`src/rtl/imd_pkg.sv`:
```
package imd_pkg;

    // Operand port address map
    typedef enum logic [2:0] {
        ADR_MCAND   = 3'd0,
        ADR_MPLR_GO = 3'd1,
        ADR_DVD_LO  = 3'd2,
        ADR_DVD_HI  = 3'd3,
        ADR_DVSR_GO = 3'd4
    } wr_addr_e;

    // Per-cycle command from the sequencer to the datapath
    typedef struct packed {
        logic load_mul;
        logic load_div;
        logic do_mul;
        logic do_div;
    } step_cmd_t;

    function automatic logic addr_starts_op(input logic [2:0] a);
        return (a == ADR_MPLR_GO) || (a == ADR_DVSR_GO);
    endfunction

endpackage

```
`src/rtl/imd_operand_regs.sv`:
```
module imd_operand_regs
    import imd_pkg::*;
#(
    parameter int unsigned OPW = 8
) (
    input  logic             clk,
    input  logic             rst,
    input  logic             wr_valid,
    input  logic [2:0]       wr_addr,
    input  logic [OPW-1:0]   wr_data,
    output logic [OPW-1:0]   mcand,
    output logic [2*OPW-1:0] dividend,
    output logic             start_mul,
    output logic             start_div
);
    localparam int unsigned LANES = 2;

    assign start_mul = wr_valid && (wr_addr == ADR_MPLR_GO);
    assign start_div = wr_valid && (wr_addr == ADR_DVSR_GO);

    always_ff @(posedge clk) begin
        if (rst)
            mcand <= '0;
        else if (wr_valid && (wr_addr == ADR_MCAND))
            mcand <= wr_data;
    end

    // One byte lane of the dividend latch per address
    for (genvar l = 0; l < LANES; l++) begin : g_lane
        localparam logic [2:0] LANE_ADR = 3'(ADR_DVD_LO) + 3'(l);
        logic [OPW-1:0] lane_q;

        always_ff @(posedge clk) begin
            if (rst)
                lane_q <= '0;
            else if (wr_valid && (wr_addr == LANE_ADR))
                lane_q <= wr_data;
        end

        assign dividend[l*OPW +: OPW] = lane_q;
    end

    // addresses above the divisor never start an operation
    a_r9_no_start_high: assert property (@(posedge clk) disable iff (rst)
        (wr_valid && wr_addr > ADR_DVSR_GO) |-> !(start_mul || start_div));

    // a start write does not touch the operand latches
    a_r5_latch_stable_on_start: assert property (@(posedge clk) disable iff (rst)
        (wr_valid && addr_starts_op(wr_addr)) |=> ($stable(mcand) && $stable(dividend)));

endmodule

```
`src/rtl/imd_step_ctrl.sv`:
```
module imd_step_ctrl
    import imd_pkg::*;
#(
    parameter int unsigned OPW = 8
) (
    input  logic      clk,
    input  logic      rst,
    input  logic      start_mul,
    input  logic      start_div,
    input  logic      alu_edge,
    output step_cmd_t cmd
);
    localparam int unsigned MUL_STEPS = OPW;
    localparam int unsigned DIV_STEPS = 2 * OPW;
    localparam int unsigned CW        = $clog2(DIV_STEPS + 1);
    localparam logic [CW-1:0] MUL_N   = CW'(MUL_STEPS);
    localparam logic [CW-1:0] DIV_N   = CW'(DIV_STEPS);

    logic [CW-1:0] mul_cnt;
    logic [CW-1:0] div_cnt;
    logic          start_any;

    assign start_any = start_mul || start_div;

    always_ff @(posedge clk) begin
        if (rst) begin
            mul_cnt <= '0;
            div_cnt <= '0;
        end else if (start_any) begin
            mul_cnt <= start_mul ? MUL_N : '0;
            div_cnt <= start_div ? DIV_N : '0;
        end else if (alu_edge) begin
            if (mul_cnt != '0) mul_cnt <= mul_cnt - CW'(1);
            if (div_cnt != '0) div_cnt <= div_cnt - CW'(1);
        end
    end

    always_comb begin
        cmd          = '0;
        cmd.load_mul = start_mul;
        cmd.load_div = start_div;
        cmd.do_mul   = !start_any && alu_edge && (mul_cnt != '0);
        cmd.do_div   = !start_any && alu_edge && (div_cnt != '0);
    end

    // a start reinitialises both counters
    a_r4_restart_mul: assert property (@(posedge clk) disable iff (rst)
        start_mul |=> (mul_cnt == MUL_N && div_cnt == '0));
    a_r4_restart_div: assert property (@(posedge clk) disable iff (rst)
        start_div |=> (div_cnt == DIV_N && mul_cnt == '0));
    // never two operations in flight
    a_r4_exclusive: assert property (@(posedge clk) disable iff (rst)
        !((mul_cnt != '0) && (div_cnt != '0)));
    // one step per strobe
    a_r7_one_step: assert property (@(posedge clk) disable iff (rst)
        (!start_any && alu_edge && mul_cnt != '0) |=> (mul_cnt == $past(mul_cnt) - CW'(1)));
    // no strobe, no progress
    a_r7_hold: assert property (@(posedge clk) disable iff (rst)
        (!start_any && !alu_edge) |=> ($stable(mul_cnt) && $stable(div_cnt)));
    // a coinciding strobe is not spent on the new operation
    a_r8_start_masks_edge: assert property (@(posedge clk) disable iff (rst)
        (start_any && alu_edge) |=> (mul_cnt == MUL_N || div_cnt == DIV_N));

endmodule

```
`src/rtl/imd_datapath.sv`:
```
module imd_datapath
    import imd_pkg::*;
#(
    parameter int unsigned OPW = 8
) (
    input  logic             clk,
    input  logic             rst,
    input  step_cmd_t        cmd,
    input  logic [OPW-1:0]   mcand,
    input  logic [2*OPW-1:0] dividend,
    input  logic [OPW-1:0]   operand,
    output logic [2*OPW-1:0] acc_out,
    output logic [2*OPW-1:0] quo_out
);
    localparam int unsigned AW = 2 * OPW;
    localparam int unsigned SW = 3 * OPW;

    typedef struct packed {
        logic [AW-1:0] acc;
        logic [AW-1:0] quo;
        logic [SW-1:0] shf;
    } dp_state_t;

    dp_state_t     state_q;
    dp_state_t     state_d;
    logic [SW-1:0] shf_half;
    logic [AW-1:0] quo_shl;

    always_comb begin
        state_d  = state_q;
        shf_half = state_q.shf >> 1;
        quo_shl  = state_q.quo << 1;
        if (cmd.load_mul) begin
            state_d.acc = '0;
            state_d.quo = {{OPW{1'b0}}, operand};
            state_d.shf = {{AW{1'b0}}, mcand};
        end else if (cmd.load_div) begin
            state_d.acc = dividend;
            state_d.quo = '0;
            state_d.shf = {operand, {AW{1'b0}}};
        end else begin
            if (cmd.do_mul) begin
                if (state_q.quo[0])
                    state_d.acc = state_q.acc + state_q.shf[AW-1:0];
                state_d.quo = state_q.quo >> 1;
                state_d.shf = state_q.shf << 1;
            end
            if (cmd.do_div) begin
                if ({{OPW{1'b0}}, state_q.acc} >= shf_half) begin
                    state_d.acc = state_q.acc - shf_half[AW-1:0];
                    quo_shl[0]  = 1'b1;
                end
                state_d.quo = quo_shl;
                state_d.shf = shf_half;
            end
        end
    end

    always_ff @(posedge clk) begin
        if (rst)
            state_q <= '0;
        else
            state_q <= state_d;
    end

    assign acc_out = state_q.acc;
    assign quo_out = state_q.quo;

    // without a command the visible results hold
    a_r7_idle_stable: assert property (@(posedge clk) disable iff (rst)
        !(cmd.load_mul || cmd.load_div || cmd.do_mul || cmd.do_div)
        |=> ($stable(acc_out) && $stable(quo_out)));
    // after a divide step the remainder is below the current shifted divisor
    a_r3_rem_bound: assert property (@(posedge clk) disable iff (rst)
        cmd.do_div |=> ((state_q.shf == '0) || ({{OPW{1'b0}}, state_q.acc} < state_q.shf)));
    // the multiplier register only drains during a multiply step
    a_r2_mplr_drains: assert property (@(posedge clk) disable iff (rst)
        cmd.do_mul |=> (quo_out <= $past(quo_out)));
    // with a zero divisor the remainder never moves
    a_r6_zero_div_keeps_rem: assert property (@(posedge clk) disable iff (rst)
        (cmd.do_div && state_q.shf == '0) |=> $stable(acc_out));

endmodule

```
`src/rtl/itermd_unit.sv`:
```
module itermd_unit
    import imd_pkg::*;
#(
    parameter int unsigned OPW = 8
) (
    input  logic             clk,
    input  logic             rst,
    input  logic             wr_valid,
    input  logic [2:0]       wr_addr,
    input  logic [OPW-1:0]   wr_data,
    input  logic             alu_edge,
    output logic [2*OPW-1:0] prod_rem,
    output logic [2*OPW-1:0] quotient
);
    logic [OPW-1:0]   mcand;
    logic [2*OPW-1:0] dividend;
    logic             start_mul;
    logic             start_div;
    step_cmd_t        cmd;

    imd_operand_regs #(.OPW(OPW)) u_opnd (
        .clk       (clk),
        .rst       (rst),
        .wr_valid  (wr_valid),
        .wr_addr   (wr_addr),
        .wr_data   (wr_data),
        .mcand     (mcand),
        .dividend  (dividend),
        .start_mul (start_mul),
        .start_div (start_div)
    );

    imd_step_ctrl #(.OPW(OPW)) u_ctrl (
        .clk       (clk),
        .rst       (rst),
        .start_mul (start_mul),
        .start_div (start_div),
        .alu_edge  (alu_edge),
        .cmd       (cmd)
    );

    imd_datapath #(.OPW(OPW)) u_dp (
        .clk      (clk),
        .rst      (rst),
        .cmd      (cmd),
        .mcand    (mcand),
        .dividend (dividend),
        .operand  (wr_data),
        .acc_out  (prod_rem),
        .quo_out  (quotient)
    );

    // out of reset the results are zero
    a_r1_reset_zero: assert property (@(posedge clk)
        rst |=> (prod_rem == '0 && quotient == '0));

endmodule

```
`config.mk`:
```
export PLATFORM = sky130hd
export DESIGN_NAME = itermd_unit
export DESIGN_NICKNAME = d
export VERILOG_FILES = /design/src/rtl/imd_pkg.sv /design/src/rtl/imd_operand_regs.sv /design/src/rtl/imd_step_ctrl.sv /design/src/rtl/imd_datapath.sv /design/src/rtl/itermd_unit.sv
export SDC_FILE = /design/constraint.sdc
export NUM_CORES = 1
export LEC_CHECK = 0
export ABC_AREA = 1
export ABC_CLOCK_PERIOD_IN_PS = 2700
export CORE_ASPECT_RATIO = 1.1
export CORE_MARGIN = 3
export CORE_UTILIZATION = 60
export CTS_BUF_LIST = sky130_fd_sc_hd__clkbuf_8 sky130_fd_sc_hd__clkbuf_16
export CTS_CLUSTER_SIZE = 10
export DETAILED_ROUTE_END_ITERATION = 6
export PLACE_DENSITY = 0.88
export SLEW_MARGIN = 40
export SYNTH_ARGS = -nofsm -noshare
export SYNTH_HDL_FRONTEND = slang
export SYNTH_HIERARCHICAL = 1
export SYNTH_SLANG_ARGS = --single-unit
export TNS_END_PERCENT = 20
```
`constraint.sdc`:
```
create_clock -name clk -period 2.7 [get_ports clk]
set_clock_uncertainty 0.05 [all_clocks]
set_input_delay 0.54 -clock clk [delete_from_list [all_inputs] [get_ports clk]]
set_output_delay 0.54 -clock clk [all_outputs]
set_load 0.01 [all_outputs]
```
-- After elaboration in Yosys (flattened, before gate mapping)
Cells that the tools add are included.
W data, S select, Z words.
- flip-flop bits (word level): 90
- output and inout port bits: 32
- $add $sub $neg: 4
- order comparisons: 1
- equality and inequality tests: 4
- mux-type cells: 15
- reductions and logical operators: 23
- operators with widths (kind ; number):
    $mux W56 ; 3
    $mux W5 ; 7
    $mux W16 ; 2
    $mux W32 ; 1
    $ge A16 B23 Y1 ; 1
    $add A16 B16 Y16 ; 1
    $sub A16 B16 Y16 ; 1
    $reduce_bool A5 Y1 ; 2
    $sub A5 B1 Y5 const B ; 2
    $logic_and A1 B1 Y1 ; 8
    $reduce_bool A2 Y1 ; 4
    $eq A3 B2 Y1 const B ; 2
    $mux W4 ; 1
    $reduce_and A2 Y1 ; 2
    $reduce_bool A4 Y1 ; 1
    $eq A3 B1 Y1 const B ; 1
    $eq A3 B3 Y1 const B ; 1
    $logic_not A3 Y1 ; 1
    $reduce_bool A3 Y1 ; 1
    $reduce_or A3 Y1 ; 1
    $reduce_or A2 Y1 ; 1
    $logic_not A1 Y1 ; 1
    $logic_or A1 B1 Y1 ; 1
    $mux W1 ; 1

-- Depth between registers and ports, before layout
Gate-level depths: netlist of run 1.
- word-level depth: 11
- gate-level depth with buffers: 16
- gate-level depth less buffers: 16

-- Modules after synthesis
The synthesis of run 1 kept the hierarchy.
- by module, submodules not included (module ; times used ; cells each ; area an instance (um^2) ; sequential area each (um^2)):
    imd_datapath ; 1 ; 810 ; 5006.1 ; 1121.1
    imd_operand_regs ; 1 ; 150 ; 1037.2 ; 480.5
    imd_step_ctrl ; 1 ; 89 ; 574.3 ; 200.2

-- Least setup slack after synthesis of run 1
Ideal clock, no wire load.
- kind: input port to flip-flop
- start point: in wr_addr[1]
- end point: reg u_dp.state_q (netlist bit u_dp/shf_half[21])
- arrival: 2.339 ns
- required time: 2.524 ns
- slack: 0.185 ns
- stages on the path: 14
- path buffers: 2
- cell sequence: inv_1 > nand2_1 > nor3_1 > nor2_4 > nand2_1 > inv_1 > buf_4 > nor2_2 > inv_1 > nor2_1 > inv_1 > buf_2 > o21ai_0 > a31oi_1
- RTL lines (element ; RTL line ; RTL):
    from (decl) ; itermd_unit.sv:9 ; input logic [2:0] wr_addr,
    to (signal assigned) ; imd_datapath.sv:63 ; state_q <= state_d;
    to (decl) ; imd_datapath.sv:24 ; dp_state_t state_q;

-- Worst setup path after layout of run 1
- start point: in wr_addr[1]
- end point: reg u_dp.state_q (netlist bit u_dp/acc_out[11])
- cells in the longest elaborated chain, start to end: 10
- elaborated cells between the ends (all ways): 14
- classes of those cells: eq/ne: 2; mux: 4; reduce/logical: 8
- ends and longest elaborated chain (element ; RTL line ; RTL):
    $eq A3 B3 Y1 * ; imd_operand_regs.sv:19 ; assign start_div = wr_valid && (wr_addr == ADR_DVSR_GO);
    $logic_and A1 B1 Y1 * ; imd_operand_regs.sv:19 ;
    net start_div ; itermd_unit.sv:18 ; logic start_div;
    $logic_or A1 B1 Y1 ; imd_step_ctrl.sv:23 ; assign start_any = start_mul || start_div;
    $logic_not A1 Y1 ; imd_step_ctrl.sv:42, imd_step_ctrl.sv:43 ;
    $logic_and A1 B1 Y1 ; imd_step_ctrl.sv:42, imd_step_ctrl.sv:43 ;
    $logic_and A1 B1 Y1 ; imd_step_ctrl.sv:42 ; cmd.do_mul = !start_any && alu_edge && (mul_cnt != '0);
    $mux W56 ; imd_datapath.sv:42 ; if (cmd.do_mul) begin
    $mux W16 ; imd_datapath.sv:49 ; if ({{OPW{1'b0}}, state_q.acc} >= shf_half) begin
    $mux W56 ; imd_datapath.sv:48 ; if (cmd.do_div) begin
    $mux W56 * ; imd_datapath.sv:37 ; end else if (cmd.load_div) begin
Mark *: on every way through the listed nets, which the timed path passes. The rest lies on a longest branch. The select of a mux whose other input is x is not followed.
A chain may end at the register's enable or synchronous reset.

==> summary.txt, run 1 <==
CTS
  – Clk buf depth: 2
  – Clock Latency Late Sink: 340 ps
  – Clock buffer count from CTS: 9
  – Root Buffer Master: clkbuf_16
  – Post-cts resize count: 0
  – Hold Buf Count CTS: 0
  – Post-CTS Setup Bufs: 0
  – Worst-path clk slew: 70 ps
  – CTS tree: done
  – Clock sinks: 90
  – H-tree levels: 3

Placement
  – Routability-driven placement congestion ratio: 0.989
  – Post-detail-place hpwl: 14400 µm
  – Worst slack, placed: -43.2 ps
  – PortBufs: 46

Yosys
  – Syn nets: 1099
  – Most common cell in the netlist: nand2_1
  – Largest family of logic cells by synthesized area: simple AND/OR/NAND/NOR gates
  – Post-synth EDFFs: 0
  – Warnings from Yosys: 6
  – Mapped Avg Cell Area: 6.31 µm²
  – Xor/xnor share of the synthesized area: about 1.3%
  – Cell count after synthesis: about 1000
  – Post-Synth Adder-Cell Area: 6.84%
  – Synth Register Bits: 90
  – Asr flop ratio synth: 0%
  – Post-Syn Area: 6620 µm²
  – Synth area leaders: dfxtp_1 27%, nand2_1 17%, inv_1 8.1%
  – Cell accounting for the most synthesized area: dfxtp_1
  – Seq/Total Area, Yosys: between 20% and 30%
  – Netlist cell types: 42
  – Multiplexer area fraction after synthesis: 0%
  – Compound-cell area share of the yosys netlist: about an eighth
  – Post-synth top flop: dfxtp_1
  – Synth Area in Simple Gates: ~37%
  – Top cells by count, synth: 308 x nand2_1, 143 x inv_1, 103 x nand3_1, 94 x nor2_1, 90 x dfxtp_1
  – Yosys top cell area share: ~27%

STA
  – Final Setup Violations: 0
  – Worst slew pin tran: 776 ps
  – Min Clock Period, post-route: 2470 ps
  – Final Max Slew Viols: 0
  – Final period util: 91.4%
  – RSZ-0062 raised after global routing: no
  – Max transition margin: 48.1%
  – Hold WS: 401 ps
  – Hold violation total from the final report: 0
  – Slack of the critical path: 231 ps
  – Fin Setup TNS: 0 ps
  – Highest clock rate: 0.405 GHz

Die
  – Rows: 39
  – Number of I/O pins: 47
  – Starting Density: 62.5%
  – Die ar.: 12300 µm²
  – Placeable Area: 10600 µm²
  – Die Width: 106 µm
  – Vert. Die Dim: between 100 and 150 µm

Critical path
  – Startpoint Class: primary input
  – Critical path endpoint category: flop
  – Arr. time, crit path: about 2700 ps
  – Worst EP required: 2930 ps
  – Crit-path max FO: 14
  – Critical path type: in -> reg

Global routing
  – GR met3 Demand/Resource: approximately 3.6%
  – Initial antenna violation count: 0
  – Vias in the first global route: 6444
  – Routing usage on met2: 50.6%
  – Met1 usage: 39.6%
  – Global routing's busiest layer: met2
  – Largest net degree at the start of global routing: 30
  – First-pass GRT wire length: between 30000 and 40000 µm
  – GRT Overall Usage: 30.4%
  – Grt ovf: 0

Detailed routing
  – DR vias: approximately 7000
  – Post-route antenna net violation count: 0
  – Via density per instance: 5.81
  – Drt pass-1 iters: 6
  – Final wirelength: 19100 µm
  – DRC viols: 0
  – Wirelength per Cell: roughly 16 µm
  – Number of DRC markers in iteration 0: 708

Pwr
  – Pwr dens: 1090 nW/µm²
  – Power Total: just over 8000 µW
  – Peak supply drop: 0.700 mV
  – Leakage power: 0.00366 µW

Cells and area
  – NumNets Final: 1129
  – Antenna diode count: 0
  – Syn-to-layout area delta: 12.3%
  – Fillers: 914
  – Ratio of cells with drive above 1 in the final layout: 8.86%
  – Final cell utilization of the core: a little over two thirds

Job
  – Max-Cap Viols: 0

Worst hold path
  – Hold Crit Class: reg -> reg

Run status
  – Status: finished, final reports clean
[worst paths after layout]
check / start / end / slack, ps / depth (start not counted)
setup / recovery: wr_addr[1] / u_dp/acc_out[11]$_SDFF_PP0_ / 230 / 9
hold reg to reg: u_ctrl/mul_cnt[4]$_SDFFE_PP0P_ / u_ctrl/mul_cnt[4]$_SDFFE_PP0P_ / 400 / 2
hold / removal: u_ctrl/mul_cnt[4]$_SDFFE_PP0P_ / u_ctrl/mul_cnt[4]$_SDFFE_PP0P_ / 400 / 2
setup reg to reg: u_dp/shf_half[8]$_SDFFE_PP0P_ / u_dp/acc_out[11]$_SDFF_PP0_ / 280 / 13
[kinds of logic after synthesis]
| group | Yosys count |
|---|---|
| AO/OA/AOI/OAI | 132 |
| XOR/XNOR | 10 |
| adder cells (fa/ha/maj) | 35 |
| buffers and inverters | 216 |
| flip-flops | 90 |
| AND/OR/NAND/NOR | 566 |
[layout make-up]
cell class	instances	area, µm²	area share (%)
clock buffers	9	225	3.03
clock inverters	7	55.1	0.740
inverters	152	571	7.67
multi-input cells	743	3840	51.6
flip-flops and latches	90	1800	24.2
well taps	143	179	2.41
repair buffers	83	763	10.3
[worst max-delay path: stages]
cell and delay [ps]:
clkdlybuf4s50_1 460, inv_1 90, nand2_1 70, nor3_2 230
buf_4 280, clkinv_1 110, nor2_1 610, nand2_1 150
nand2_1 130
[metrics by stage]
| step | cell area [µm²] | cells |
|---|---|---|
| after floorplan | 6620 | 1049 |
| after global placement | 7150 | 1211 |
| after detailed placement | 7150 | 1211 |
| after CTS | 7430 | 1227 |
| after global routing | 7430 | 1227 |
| final | 7430 | 1227 |
[routing by layer]
layer,share of wire (%),vias up
li1,-,3436
met4,3.9,0
met2,46,418
met3,8.9,60
met5,0,-
met1,41,3212
[flip-flops by register name, indices dropped and copies added, names as in the netlist]
name,count
u_dp/shf_half,23
u_opnd/g_lane.lane_q,16
u_ctrl/mul_cnt,5
u_dp/acc_out,16
u_dp/quo_out,16
u_dp/state_q,1
u_ctrl/div_cnt,5
u_opnd/mcand,8
[cell usage in the layout, fill, tap and decap left out, types with 7 or more instances in the layout]
cell type        count
buf_4               35
nor3_1               7
clkbuf_16            9
nor2_1              94
nand3_1            103
a32oi_1              7
nor2_2               7
nand4_1             11
a21oi_1             30
ha_1                33
o211ai_1            13
a221oi_1             9
inv_2                8
dfxtp_1             90
nand2_1            308
a31oi_1             24
clkdlybuf4s50_1     46
nor2_4               8
o21ai_0             34
inv_1              143
[power by group]
part | leakage [µW] | internal, µW | switching (µW)
registers | 0.000734 | 1650 | 327
logic | 0.00280 | 1810 | 3100
clock network | 0.000132 | 631 | 568
No activity file was read; power rests on OpenSTA's default activity.
==> inputs of run 2 (changes only) <==
--- a/config.mk
+++ b/config.mk
@@ -7,13 +7,16 @@
 export LEC_CHECK = 0
 export ABC_AREA = 1
 export ABC_CLOCK_PERIOD_IN_PS = 2700
+export CELL_PAD_IN_SITES_DETAIL_PLACEMENT = 1
+export CELL_PAD_IN_SITES_GLOBAL_PLACEMENT = 2
 export CORE_ASPECT_RATIO = 1.1
 export CORE_MARGIN = 3
-export CORE_UTILIZATION = 60
+export CORE_UTILIZATION = 33
 export CTS_BUF_LIST = sky130_fd_sc_hd__clkbuf_8 sky130_fd_sc_hd__clkbuf_16
 export CTS_CLUSTER_SIZE = 10
 export DETAILED_ROUTE_END_ITERATION = 6
-export PLACE_DENSITY = 0.88
+export MAX_ROUTING_LAYER = met4
+export PLACE_DENSITY = 0.89
 export SLEW_MARGIN = 40
 export SYNTH_ARGS = -nofsm -noshare
 export SYNTH_HDL_FRONTEND = slang
==> run 2 against run 1 <==
Cell count rose by 9.3%. Via count decreased by 5.4%. Global-route usage is 9.3 points lower. Count of clock-buffer cells in the layout grew 1. Die area up 77%. Sequential cell count unchanged. Combinational power up 3%. Largest cell class unchanged. Largest power group unchanged. Highest routed layer unchanged.
==> summary.txt, run 2 (synthesized netlist as in run 1, its figures left out) <==
Global routing
  – Largest net degree at the start of global routing: 30
  – Grt ovf: 0
  – Routing usage on met2: between 30% and 40%
  – Global routing's busiest layer: met2
  – First-pass GRT wire length: 35600 µm
  – Vias in the first global route: between 6000 and 7000
  – Initial antenna violation count: 0
  – GR met3 Demand/Resource: under 10%
  – Met1 usage: 26.8%
  – GRT Overall Usage: a little over a fifth

STA
  – Final Setup Violations: 0
  – Worst slew pin tran: 728 ps
  – Hold WS: between 400 and 500 ps
  – Hold violation total from the final report: 0
  – Highest clock rate: 0.419 GHz
  – Final period util: between 80% and 90%
  – Max transition margin: about 50%
  – Fin Setup TNS: 0 ps
  – Min Clock Period, post-route: 2390 ps
  – RSZ-0062 raised after global routing: no
  – Final Max Slew Viols: 0

Critical path
  – Crit-path max FO: 14
  – Crit-path cells: clkdlybuf4s50_1 -> inv_1 -> nand2_1 -> nor3_2 -> buf_4 -> clkinv_1 -> nor2_1 -> nand2_1 -> nand2_1
  – Critical path type: in -> reg
  – Critical path endpoint category: flop
  – Buf+Inv Stages, Crit Path: 4
  – Worst path slowest cell: nor2_1
  – CP delay by family, top: simple AND/OR/NAND/NOR gates
  – Startpoint Class: primary input
  – Flop-to-flop setup slack: ~370 ps
  – Worst EP required: 2940 ps
  – Slowest stage delay, CP: 580 ps
  – Arr. time, crit path: ~2600 ps
  – Most frequent CP cell: nand2_1

Cells and area
  – Ratio of cells with drive above 1 in the final layout: 9.69%
  – Commonest cells after routing, fill and taps aside: 308 x nand2_1, 143 x inv_1, 103 x nand3_1, 94 x nor2_1, 90 x dfxtp_1
  – Most common cell after layout, fill and taps aside: nand2_1
  – Antenna diode count: 0
  – Max FFs per register: 23
  – NumNets Final: approximately 1100
  – Fillers: approximately 2600
  – Syn-to-layout area delta: 15.5%

Placement
  – PortBufs: 46
  – Post-detail-place hpwl: 17800 µm
  – Routability-driven placement congestion ratio: 0.864

Detailed routing
  – DRC viols: 0
  – Wirelength per Cell: between 15 and 20 µm
  – Drt pass-1 iters: 5
  – Via density per instance: 5.03
  – Number of DRC markers in iteration 0: ~400
  – Final wirelength: approximately 22000 µm
  – Post-route antenna net violation count: 0
  – DR vias: ~6700

CTS
  – Clock sinks: 90
  – Clock Latency Late Sink: around 350 ps
  – Root Buffer Master: clkbuf_16
  – Worst-path clk slew: about 70 ps
  – H-tree levels: 3
  – Clock buffer count from CTS: 9
  – Clk buf depth: 2
  – CTS tree: done

Worst hold path
  – Hold Crit Class: reg -> reg

Die
  – Die Width: 141 µm
  – Placeable Area: 19400 µm²
  – Starting Density: 34.1%
  – Vert. Die Dim: 155 µm
  – Die ar.: 21800 µm²
  – Number of I/O pins: 47
  – Rows: 53

Job
  – Max-Cap Viols: 0

Pwr
  – Pwr dens: roughly 1100 nW/µm²
  – Leakage power: 0.00371 µW
  – Peak supply drop: 0.415 mV

Run status
  – Status: finished, final reports clean
-- run 2: changes by cell type in the layout (fill, tap and decap cells not counted) --
cell,change
o21ai_1,+1
clkbuf_8,+1
inv_6,-1
clkinv_4,-1
buf_4,+10
clkinv_2,+1
o21ai_0,-1
-- run 2: repair_timing --
action	CTS	global route
hold buffers	0	0
buffers inserted	0	0
endpoints found under the setup margin	0	1
resized for setup	0	1
-- run 2: worst reg2reg max path: cells and delay by family (launching register included) --
kind | cells | cell delay [ps]
buffers and inverters | 2 | 260
AOI/OAI and AO/OA | 2 | 460
and+or+nand+nor | 8 | 720
DFF | 1 | 360
adders and majority gates | 1 | 380
-- run 2: layout make-up --
type                    count  area [µm²]  area share, %
flip-flops and latches     90        1800           23.6
multi-input cells         743        3840           50.3
inverters                 152         571           7.47
clock inverters             6        42.5          0.557
clock buffers              10         239           3.13
repair buffers             93         838           11.0
well taps                 247         309           4.04
-- run 2: stage by stage --
step	worst slack, ps	std cells	area, µm²	total power, µW	util [%]
CTS	287	1341	7640	8280	39.3
global placement	3.70	1325	7360	6920	37.9
floorplan	185	1049	6620	5580	-
detailed placement	-73.8	1325	7360	7030	37.9
global route	34.9	1341	7640	9010	39.3
finish	315	1341	7640	8220	39.3
-- run 2: worst paths after layout --
kind / start / end / depth (start not counted)
max: wr_addr[1] / u_dp/acc_out[13]$_SDFF_PP0_ / 9
min: u_ctrl/mul_cnt[4]$_SDFFE_PP0P_ / u_ctrl/mul_cnt[4]$_SDFFE_PP0P_ / 2
max reg2reg: u_dp/shf_half[8]$_SDFFE_PP0P_ / u_dp/quo_out[0]$_SDFFE_PP0P_ / 13
min reg2reg: u_ctrl/mul_cnt[4]$_SDFFE_PP0P_ / u_ctrl/mul_cnt[4]$_SDFFE_PP0P_ / 2
-- run 2: metal layers --
metal	vias up	routed length, µm
met2	107	10900
li1	3423	-
met1	3194	10200
met4	0	285
met5	-	0
met3	18	644
-- run 2: power by group --
| part | switching [µW] | internal, µW | total [µW] | leakage (µW) |
|---|---|---|---|---|
| logic | 3140 | 1900 | 5040 | 0.00284 |
| clock network | 562 | 649 | 1210 | 0.000134 |
| registers | 324 | 1650 | 1980 | 0.000734 |
| total | 4020 | 4200 | 8220 | 0.00371 |
